### src/rtl/serial_cfg_pkg.sv
package serial_cfg_pkg;

  localparam int unsigned DefAddrW = 24;
  localparam logic [23:0] DefMatchMask = 24'hFE0200;
  localparam logic [23:0] DefMatchValue = 24'h740200;
  localparam int unsigned DefCfgBits = 17878;
  localparam int unsigned DefShiftW = 32;

  // Strobes passed from control to datapath.
  typedef struct packed {
    logic shiftEn;
    logic dataBit;
    logic finalBit;
  } cfg_strobe_t;

endpackage

### src/rtl/cfg_ctrl.sv
module cfg_ctrl
  import serial_cfg_pkg::*;
#(
  parameter int unsigned ADDR_W = DefAddrW,
  parameter logic [ADDR_W-1:0] MATCH_MASK = DefMatchMask,
  parameter logic [ADDR_W-1:0] MATCH_VALUE = DefMatchValue,
  parameter int unsigned CFG_BITS = DefCfgBits
) (
  input  logic              clk,
  input  logic              rstN,
  input  logic [ADDR_W-1:0] busAddr,
  input  logic              hostBit,
  input  logic              asN,
  input  logic              senseIn,
  output logic              wrtN,
  output cfg_strobe_t       strobe,
  output logic              configured
);

  localparam int unsigned CNT_W = $clog2(CFG_BITS + 1);
  localparam logic [CNT_W-1:0] LAST_IDX = CNT_W'(CFG_BITS - 1);

  logic addrHit;
  logic accessLive;
  logic livePrev;
  logic newAccess;
  logic doneQ;
  logic [CNT_W-1:0] bitCnt;

  // Address decode and presence gating
  always_comb begin
    addrHit    = (busAddr & MATCH_MASK) == MATCH_VALUE;
    accessLive = addrHit & ~asN & senseIn;
    wrtN       = ~accessLive;
  end

  // Edge detection: one bit per access
  always_ff @(posedge clk) begin
    if (!rstN) livePrev <= 1'b0;
    else       livePrev <= accessLive;
  end

  always_comb begin
    newAccess       = accessLive & ~livePrev;
    strobe.shiftEn  = newAccess & ~doneQ;
    strobe.dataBit  = hostBit;
    strobe.finalBit = strobe.shiftEn & (bitCnt == LAST_IDX);
  end

  // Bit counter and done flag
  always_ff @(posedge clk) begin
    if (!rstN) begin
      bitCnt <= '0;
      doneQ  <= 1'b0;
    end else if (strobe.shiftEn) begin
      bitCnt <= bitCnt + 1'b1;
      if (strobe.finalBit) doneQ <= 1'b1;
    end
  end

  assign configured = doneQ;

  a_r5_single_take: assert property (@(posedge clk) disable iff (!rstN)
    strobe.shiftEn |=> !strobe.shiftEn);
  a_r2_no_take_without_sense: assert property (@(posedge clk) disable iff (!rstN)
    !senseIn |-> !strobe.shiftEn);
  a_r6_done_sticky: assert property (@(posedge clk) disable iff (!rstN)
    configured |=> configured);
  a_r6_count_bounded: assert property (@(posedge clk) disable iff (!rstN)
    bitCnt <= CNT_W'(CFG_BITS));
  a_r6_done_at_limit: assert property (@(posedge clk) disable iff (!rstN)
    configured |-> bitCnt == CNT_W'(CFG_BITS));
  a_r7_frozen_after_done: assert property (@(posedge clk) disable iff (!rstN)
    configured |-> !strobe.shiftEn);
  a_r5_count_holds: assert property (@(posedge clk) disable iff (!rstN)
    !strobe.shiftEn |=> $stable(bitCnt));

endmodule

### src/rtl/cfg_datapath.sv
module cfg_datapath
  import serial_cfg_pkg::*;
#(
  parameter int unsigned SHIFT_W = DefShiftW
) (
  input  logic               clk,
  input  logic               rstN,
  input  cfg_strobe_t        strobe,
  output logic               cfgShift,
  output logic               cfgBit,
  output logic [SHIFT_W-1:0] cfgWindow
);

  logic [SHIFT_W-1:0] winNext;

  generate
    if (SHIFT_W > 1) begin : g_wide
      assign winNext = {strobe.dataBit, cfgWindow[SHIFT_W-1:1]};
    end else begin : g_single
      assign winNext = strobe.dataBit;
    end
  endgenerate

  always_ff @(posedge clk) begin
    if (!rstN) begin
      cfgWindow <= '0;
      cfgShift  <= 1'b0;
      cfgBit    <= 1'b0;
    end else begin
      cfgShift <= strobe.shiftEn;
      if (strobe.shiftEn) begin
        cfgWindow <= winNext;
        cfgBit    <= strobe.dataBit;
      end
    end
  end

  a_r9_pulse_one_cycle: assert property (@(posedge clk) disable iff (!rstN)
    cfgShift |=> !cfgShift);
  a_r4_new_bit_at_top: assert property (@(posedge clk) disable iff (!rstN)
    strobe.shiftEn |=> cfgWindow[SHIFT_W-1] == $past(strobe.dataBit));
  a_r7_window_hold: assert property (@(posedge clk) disable iff (!rstN)
    !strobe.shiftEn |=> $stable(cfgWindow));

endmodule

### src/rtl/serial_cfg_loader.sv
module serial_cfg_loader
  import serial_cfg_pkg::*;
#(
  parameter int unsigned ADDR_W = DefAddrW,
  parameter logic [ADDR_W-1:0] MATCH_MASK = DefMatchMask,
  parameter logic [ADDR_W-1:0] MATCH_VALUE = DefMatchValue,
  parameter int unsigned CFG_BITS = DefCfgBits,
  parameter int unsigned SHIFT_W = DefShiftW
) (
  input  logic               clk,
  input  logic               rstN,
  input  logic [ADDR_W-1:0]  busAddr,
  input  logic               hostBit,
  input  logic               asN,
  input  logic               senseIn,
  output logic               wrtN,
  output logic               cfgShift,
  output logic               cfgBit,
  output logic [SHIFT_W-1:0] cfgWindow,
  output logic               configured
);

  cfg_strobe_t strobe;

  cfg_ctrl #(
    .ADDR_W(ADDR_W),
    .MATCH_MASK(MATCH_MASK),
    .MATCH_VALUE(MATCH_VALUE),
    .CFG_BITS(CFG_BITS)
  ) u_ctrl (
    .clk(clk),
    .rstN(rstN),
    .busAddr(busAddr),
    .hostBit(hostBit),
    .asN(asN),
    .senseIn(senseIn),
    .wrtN(wrtN),
    .strobe(strobe),
    .configured(configured)
  );

  cfg_datapath #(
    .SHIFT_W(SHIFT_W)
  ) u_data (
    .clk(clk),
    .rstN(rstN),
    .strobe(strobe),
    .cfgShift(cfgShift),
    .cfgBit(cfgBit),
    .cfgWindow(cfgWindow)
  );

endmodule

### config.mk
export PLATFORM = sky130hd
export DESIGN_NAME = serial_cfg_loader
export DESIGN_NICKNAME = d
export VERILOG_FILES = /design/src/rtl/serial_cfg_pkg.sv /design/src/rtl/cfg_ctrl.sv /design/src/rtl/cfg_datapath.sv /design/src/rtl/serial_cfg_loader.sv
export SDC_FILE = /design/constraint.sdc
export NUM_CORES = 1
export LEC_CHECK = 0
export CAP_MARGIN = 20
export CORE_MARGIN = 1.5
export CORE_UTILIZATION = 46
export CTS_CLUSTER_SIZE = 28
export DETAILED_ROUTE_END_ITERATION = 10
export PLACE_DENSITY = 0.78
export RECOVER_POWER = 100
export SYNTH_ARGS = -nofsm -noshare
export SYNTH_HDL_FRONTEND = slang
export SYNTH_HIERARCHICAL = 1
export SYNTH_SLANG_ARGS = --single-unit
### constraint.sdc
create_clock -name clk -period 2.6 [get_ports clk]
set_clock_uncertainty 0.15 [all_clocks]
set_input_delay 0.52 -clock clk [delete_from_list [all_inputs] [get_ports clk]]
set_output_delay 0.52 -clock clk [all_outputs]
set_load 0.01 [all_outputs]
* Yosys cells after proc, flatten, opt, wreduce, memory -nomap -nowiden
Cells that the tools add are included.
** Storage, ports and cells
- Register bits :: 51
- Input port bits :: 29
- Output and inout port bits :: 36
- Logic and storage cells :: 19
** Cells by class
- $add $sub $neg :: 1
- Equal/unequal tests :: 2
- Bitwise logic cells :: 9
- Reductions and logical operators :: 1
** Operators by type and width (number)
- $add A15 B1 Y15 const B :: 1
- $eq A15 B15 Y1 const B :: 1
- $eq A8 B7 Y1 const B :: 1
- $and A1 B1 Y1 :: 5
- $not A1 Y1 :: 4
- $reduce_and A2 Y1 :: 1

* Depth between registers and ports, before layout
Gate-level depths: netlist (run 1).
- Depth after elaboration :: 7
- Mapped depth :: 8

* By module
Netlist (run 1), hierarchy kept.
** Modules (own cells, without submodules)
- cfg_datapath :: instances 1, cells an instance 106, area each 1277.5 µm², sequential area each 660.6 µm²
- cfg_ctrl :: instances 1, cells an instance 108, area each 889.6 µm², sequential area each 340.3 µm²

* Worst setup path before layout (run 1)
OpenSTA, ideal clock, no wires.
- Path kind :: input to register
- Start point :: input port busAddr[23]
- End point :: register u_data.cfgWindow[0]
- Library setup time :: 0.116 ns
- Data arrival time :: 1.972 ns
- Required time :: 2.334 ns
- Slack :: 0.362 ns
- Stages :: 8
- Cell sequence :: nand4b_1 > or4b_1 > buf_2 > inv_1 > buf_6 > buf_12 > mux2i_1 > nor2b_1
** RTL lines
- start: declaration :: line serial_cfg_loader.sv:12 : input logic [ADDR_W-1:0] busAddr,
- end signal: assignment :: line cfg_datapath.sv:32 : cfgWindow <= winNext;
- end: declaration :: line cfg_datapath.sv:11 : output logic [SHIFT_W-1:0] cfgWindow

==> run_results.csv, run 1 <==
group,metric,value,unit
synth,synth_fp_nets,245,
placed_design,portBuffers,48,
grt,antenna_found_initial,0,
sta,worst_pin_slew,0.458,ns
synth,synth.distinct_cells,33,
critical_path,critPathCaptureType,"flop",
power,powerDensity,457,nW/um^2
layout,area_growth,25.5,%
critical_path,startpoint_type,"input pin",
power,combPwrFrac,3.1,%
clocking,cts_tree,"yes",
power,p_clk_share,35.4,%
critical_path,cp-endpoint,"u_data/cfgWindow[22]",
sta,slew_headroom,69.4,%
grt,grt-ovfl-total,0,
die,start_util,48.8,%
grt,grt.total_usage,15.6,%
die,die_x,71.6,um
critical_path,r2r-end,"u_ctrl/bitCnt[12]",
route,vias,1632,
sta,fin_tns_setup,0,ns
critical_path,cp.required,2.65,ns
clocking,clkTransAtPathRegs,0.09,ns
synth,synth_seq_cells,50,
route,wirelength,3.79,mm
critical_path,crit_start,"busAddr[23]",
clocking,holdBufCountCts,0,
route,postRouteAntennaNets,0,
flow_run,max_cap_violations,0,
sta,rsz0062_at_grt,"no",
clocking,insertion_delay,0.30,ns
power,sequentialPowerShare,61.5,%
route,first_pass_iters,7,
clocking,cts_buffer_depth,2,
die,row_count,24,
placed_design,place_hpwl,2.64,mm
critical_path,r2r-start,"u_ctrl/bitCnt[0]",
sta,final-hold-violation-count,0,
die,core_area,4440,um^2
synth,avgSynthCellArea,10.1,um^2
sta,fmax,0.410,GHz
clocking,cts.htree.levels,2,
sta,period_needed,2.44,ns
critical_path,arrival,2.49,ns
power,peakVddDrop,0.302,mV
clocking,cts_resized,1,
die,io_pins,65,
sta,setup-violations-final,0,
grt,grt_pass1_wl,6.36,mm
power,power,1.24,mW
layout,diodes,0,
critical_path,ff2ff_path_depth,5,
power,swShare,21.2,%
power,p_switching,0.263,mW
sta,fin_crit_sh,93.9,%
synth,yosys_warnings,6,
die,dieArea,5130,um^2
synth,netlist_area,2170,um^2
grt,first_global_vias,1449,
critical_path,crit_chain,"clkdlybuf4s50_1 > nand4b_1 > or4b_1 > buf_4 > clkinv_1 > clkbuf_2 > mux2i_1 > nor2b_1",
clocking,post-cts-setup-buffer-count,0,
power,power.internal,0.980,mW
route,wl_per_cell,12.0,um
route,drtIter0Drc,38,
layout,drive_gt1_share,4.55,%
die,chipHeight,71.6,um
grt,grt_util_met3,4.92,%
critical_path,crit_fanout,18,
clocking,ctsRootBufferMaster,"clkbuf_8",
grt,grt_max_degree,39,
route,drcViolationCount,5,
placed_design,place_congestion,0.806,
layout,final_cell_mix,"dfxtp_1 (50), dlygate4sd3_1 (35), mux2i_1 (34)",
synth,yosysSeqAreaShare,46.2,%
layout,layout_commonest_cell,"dfxtp_1",
critical_path,max_stage_delay,0.51,ns
critical_path,r2r_slack,0.54,ns
min_path,hp-class,"flop to flop",
grt,grtUsageMet2,26.0,%
route,vias_per_cell,5.16,
critical_path,crit_type,"input pin to flop",
grt,use_met1,18.9,%
sta,slew_viol_final,0,
grt,top_usage_layer,"met2",
synth,syn_inst,214,
clocking,cts_sinks,50,
run_status,status,"finished, violations left",
run_status,violations,"design-rule violations",
critical_path,slowest_stage,"or4b_1",
layout,nets,294,
power,p_leak,0.936,nW
clocking,cts-buffers-inserted,5,
[layer usage]
metal  vias to the layer above  routed length (um)
met2                        47                1830
li1                        850                   -
met5                         -                   0
met3                         4                 246
met4                         0                  33
met1                       731                1680
[worst min path at each step]
stage	start	to	slack [ns]	cells past startpoint
after floorplan	u_ctrl/bitCnt[14]	u_ctrl/bitCnt[14]	0.29	2
after global placement	u_ctrl/bitCnt[14]	u_ctrl/bitCnt[14]	0.31	2
after detailed placement	u_ctrl/bitCnt[14]	u_ctrl/bitCnt[14]	0.31	2
after CTS	u_ctrl/bitCnt[14]	u_ctrl/bitCnt[14]	0.33	2
after global routing	u_ctrl/bitCnt[14]	u_ctrl/bitCnt[14]	0.34	2
final	u_ctrl/bitCnt[14]	u_ctrl/bitCnt[14]	0.34	2
[cell type report]
type	count	area [um^2]
clock buffer	6	72.6
clock inverter	2	13.8
fill	393	1720
inverter	5	18.8
multi-input combinational	145	1010
sequential	50	1000
tap	52	65.1
timing repair buffer	56	534
[Yosys cell counts]
master	number	share of area [%]
xnor2_1	1	0.40
ha_1	2	1.2
and2_1	1	0.29
a21o_1	1	0.35
buf_2	2	0.46
o21ai_0	5	1.2
mux2i_1	34	16
nor2_1	4	0.69
and3_1	1	0.29
dfxtp_1	50	46
or4b_1	1	0.46
or3_1	6	1.7
buf_12	3	2.8
a21oi_1	12	2.8
nor4_1	3	0.87
buf_6	2	1.0
inv_1	5	0.87
and4_1	1	0.40
or4_1	5	1.7
or2_2	1	0.29
o21a_1	1	0.35
nand4bb_1	1	0.52
nand2_1	7	1.2
clkbuf_1	5	0.87
nor4_2	1	0.58
nand4b_1	1	0.40
nand2b_1	4	1.2
buf_4	2	0.69
nor2b_1	32	9.2
nor3_1	1	0.23
nand3_1	11	2.5
nand4_1	3	0.87
o31ai_1	5	1.7
[registers in the layout (all words and copies together) (netlist names)]
signal,cells
u_data/cfgShift,1
u_ctrl/livePrev,1
u_ctrl/configured,1
u_ctrl/bitCnt,15
u_data/cfgWindow,31
u_data/cfgBit,1
[worst max-delay path: cells and delay by family]
family | cells | cell delay (ns)
buffers and inverters | 4 | 1.02
AND/OR/NAND/NOR | 3 | 0.74
multiplexers | 1 | 0.22
[kinds of logic (layout without fill, tap and decap cells)]
logic type / after synthesis / count (layout) / share of synthesized area [%]
AND/OR/NAND/NOR: 84 / 84 / 23.5
flip-flops: 50 / 50 / 46.2
multiplexers: 34 / 34 / 15.7
AO/OA/AOI/OAI: 24 / 24 / 6.35
buffers and inverters: 19 / 69 / 6.70
adder cells (fa/ha/maj): 2 / 2 / 1.15
XOR/XNOR: 1 / 1 / 0.404
[power groups by stage]
stage | clock network (mW) | registers (mW) | logic [mW]
floorplan | 0 | 0.783 | 0.0176
global placement | 0 | 0.783 | 0.0390
detailed placement | 0 | 0.783 | 0.0400
CTS | 0.463 | 0.765 | 0.0398
global route | 0.490 | 0.765 | 0.0426
finish | 0.440 | 0.765 | 0.0386
[stage by stage]
step / instance area (um^2) / setup WS, ns / hold WS [ns] / utilization (%) / cells
after detailed placement: 2660 / -0.108 / 0.315 / 59.8 / 308
after global routing: 2720 / 0.0570 / 0.343 / 61.2 / 316
after floorplan: 2170 / 0.362 / 0.293 / - / 214
final: 2720 / 0.160 / 0.336 / 61.2 / 316
after CTS: 2740 / 0.172 / 0.329 / 61.7 / 316
after global placement: 2660 / -0.0656 / 0.307 / 59.8 / 308
Note: power is estimated with default switching activity, not from simulation.
==> inputs of run 2 (changes only) <==
- CORE_UTILIZATION: 46 -> 50
- DONT_BUFFER_PORTS: unset -> 1
- PLACE_DENSITY: 0.78 -> unset
==> run 2 against run 1 <==
Against the previous run:
- the flow now finishes without violations
- sequential share of layout area rose by 8.5 points
- sequential power barely moved
- clock power shrank 1%
- total power is 2.4% lower
- count of clock-buffer cells in the layout did not move
==> run_results.csv, run 2 (synthesis gave the netlist of run 1 again) <==
group,metric,value,unit
run_status,status,"completed",
route,vias,1436,
power,power,1.21,mW
grt,grt.total_usage,15.5,%
min_path,whs_endpoint,"u_ctrl/configured",
layout,nets,240,
clocking,cts.htree.levels,2,
layout,drive_gt1_share,4.76,%
critical_path,r2r-start,"u_ctrl/configured",
critical_path,slowest_stage,"or4b_1",
placed_design,place_congestion,0.840,
grt,grt_max_degree,40,
sta,fin_tns_setup,0,ns
critical_path,r2r-end,"u_data/cfgWindow[7]",
clocking,cts_tree,"yes",
sta,fin_crit_sh,84.3,%
clocking,holdBufCountCts,0,
placed_design,place_area,2130,um^2
critical_path,arrival,2.23,ns
power,p_leak,0.628,nW
layout,largest_reg_flops,31,
clocking,insertion_delay,0.30,ns
route,drtIter0Drc,32,
clocking,cts_sinks,50,
critical_path,cp.required,2.64,ns
placed_design,place_hpwl,2.46,mm
die,chipHeight,68.8,um
grt,grt-ovfl-total,0,
min_path,whs_path_depth,1,
layout,top_register,"u_data/cfgWindow",
grt,antenna_found_initial,0,
route,wl_per_cell,13.9,um
route,vias_per_cell,5.52,
die,core_area,4090,um^2
critical_path,crit_type,"flop to flop",
critical_path,critPathCaptureType,"flop",
critical_path,ff2ff_path_depth,7,
layout,layout_commonest_cell,"dfxtp_1",
power,peakVddDrop,0.297,mV
grt,grt_pass1_wl,5.53,mm
die,io_pins,65,
sta,slew_viol_final,0,
clocking,clkTransAtPathRegs,0.08,ns
layout,top_regs,"u_data/cfgWindow (31), u_ctrl/bitCnt (15)",
min_path,hp-class,"input pin to flop",
sta,holdWs,0.191,ns
critical_path,crit_chain,"nor2_1 > or4b_1 > clkbuf_2 > clkinv_1 > buf_12 > mux2i_1 > nor2b_1",
min_path,hp-start,"rstN",
critical_path,max_stage_delay,0.42,ns
sta,worst_pin_slew,0.420,ns
clocking,cts_buffer_depth,2,
die,row_count,23,
die,dieArea,4740,um^2
route,first_pass_iters,4,
sta,setup-violations-final,0,
sta,final-hold-violation-count,0,
layout,final_cell_mix,"dfxtp_1 (50), mux2i_1 (34), nor2b_1 (32)",
route,wirelength,3.61,mm
sta,slew_headroom,71.7,%
die,die_x,68.8,um
grt,first_global_vias,1261,
sta,fmax,0.456,GHz
layout,area_growth,1.91,%
route,drcViolationCount,0,
sta,period_needed,2.19,ns
placed_design,portBuffers,0,
layout,diodes,0,
critical_path,startpoint_type,"flop",
critical_path,crit_fanout,37,
route,postRouteAntennaNets,0,
clocking,cts_resized,0,
layout,final_area,2210,um^2
critical_path,r2r_slack,0.41,ns
clocking,post-cts-setup-buffer-count,0,
flow_run,max_cap_violations,0,
clocking,ctsRootBufferMaster,"clkbuf_8",
power,powerDensity,549,nW/um^2
clocking,cts-buffers-inserted,5,
die,start_util,53.0,%
sta,rsz0062_at_grt,"no",
-- run 2: cell types whose count changed in the layout (fill, tap and decap cells not counted), sizes merged --
cell,previous run,this run
clkdlybuf4s50,12,0
buf,3,1
dlygate4sd2,1,0
dlygate4sd3,35,0
clkbuf,11,7
-- run 2: per-stage QoR --
step | util, % | std cells | worst slack, ns
floorplan | - | 214 | 0.362
global placement | 52.1 | 252 | 0.315
detailed placement | 52.1 | 252 | 0.238
CTS | 54.3 | 260 | 0.508
global route | 54.0 | 260 | 0.253
finish | 54.0 | 260 | 0.407
-- run 2: worst max-delay path by stage --
stage | from | to | slack (ns) | cells past startpoint
5_1_grt | u_ctrl/configured | u_data/cfgWindow[24] | 0.25 | 7
3_5_place_dp | busAddr[23] | u_data/cfgWindow[7] | 0.24 | 7
4_1_cts | u_ctrl/bitCnt[0] | u_ctrl/bitCnt[12] | 0.51 | 5
2_1_floorplan | busAddr[23] | u_data/cfgWindow[0] | 0.36 | 8
3_3_place_gp | busAddr[23] | u_data/cfgWindow[4] | 0.32 | 7
6_report | u_ctrl/configured | u_data/cfgWindow[7] | 0.41 | 7
-- run 2: critical path, delay by kind of cell (launching register included) --
kind | cells | cell delay [ns]
buffers and inverters | 3 | 0.70
AND/OR/NAND/NOR | 3 | 0.59
flip-flops | 1 | 0.36
multiplexers | 1 | 0.24
-- run 2: routing by layer --
layer	GRT usage [%]	share of wire (%)
met5	0	0
met3	5.68	7.3
met4	5.15	1.2
met2	24.6	46
met1	19.5	45
-- run 2: final cells by class --
class / instances / area (um^2)
well taps: 50 / 62.6
repair buffers: 2 / 25.0
clock buffers: 6 / 72.6
multi-input cells: 145 / 1010
flip-flops and latches: 50 / 1000
clock inverters: 2 / 13.8
fillers: 384 / 1880
inverters: 5 / 18.8
-- run 2: power by group --
part           total, mW  internal (mW)  switching [mW]
Combinational     0.0137        0.00900         0.00469
Sequential         0.765          0.765       0.0000674
Clock              0.434          0.190           0.244
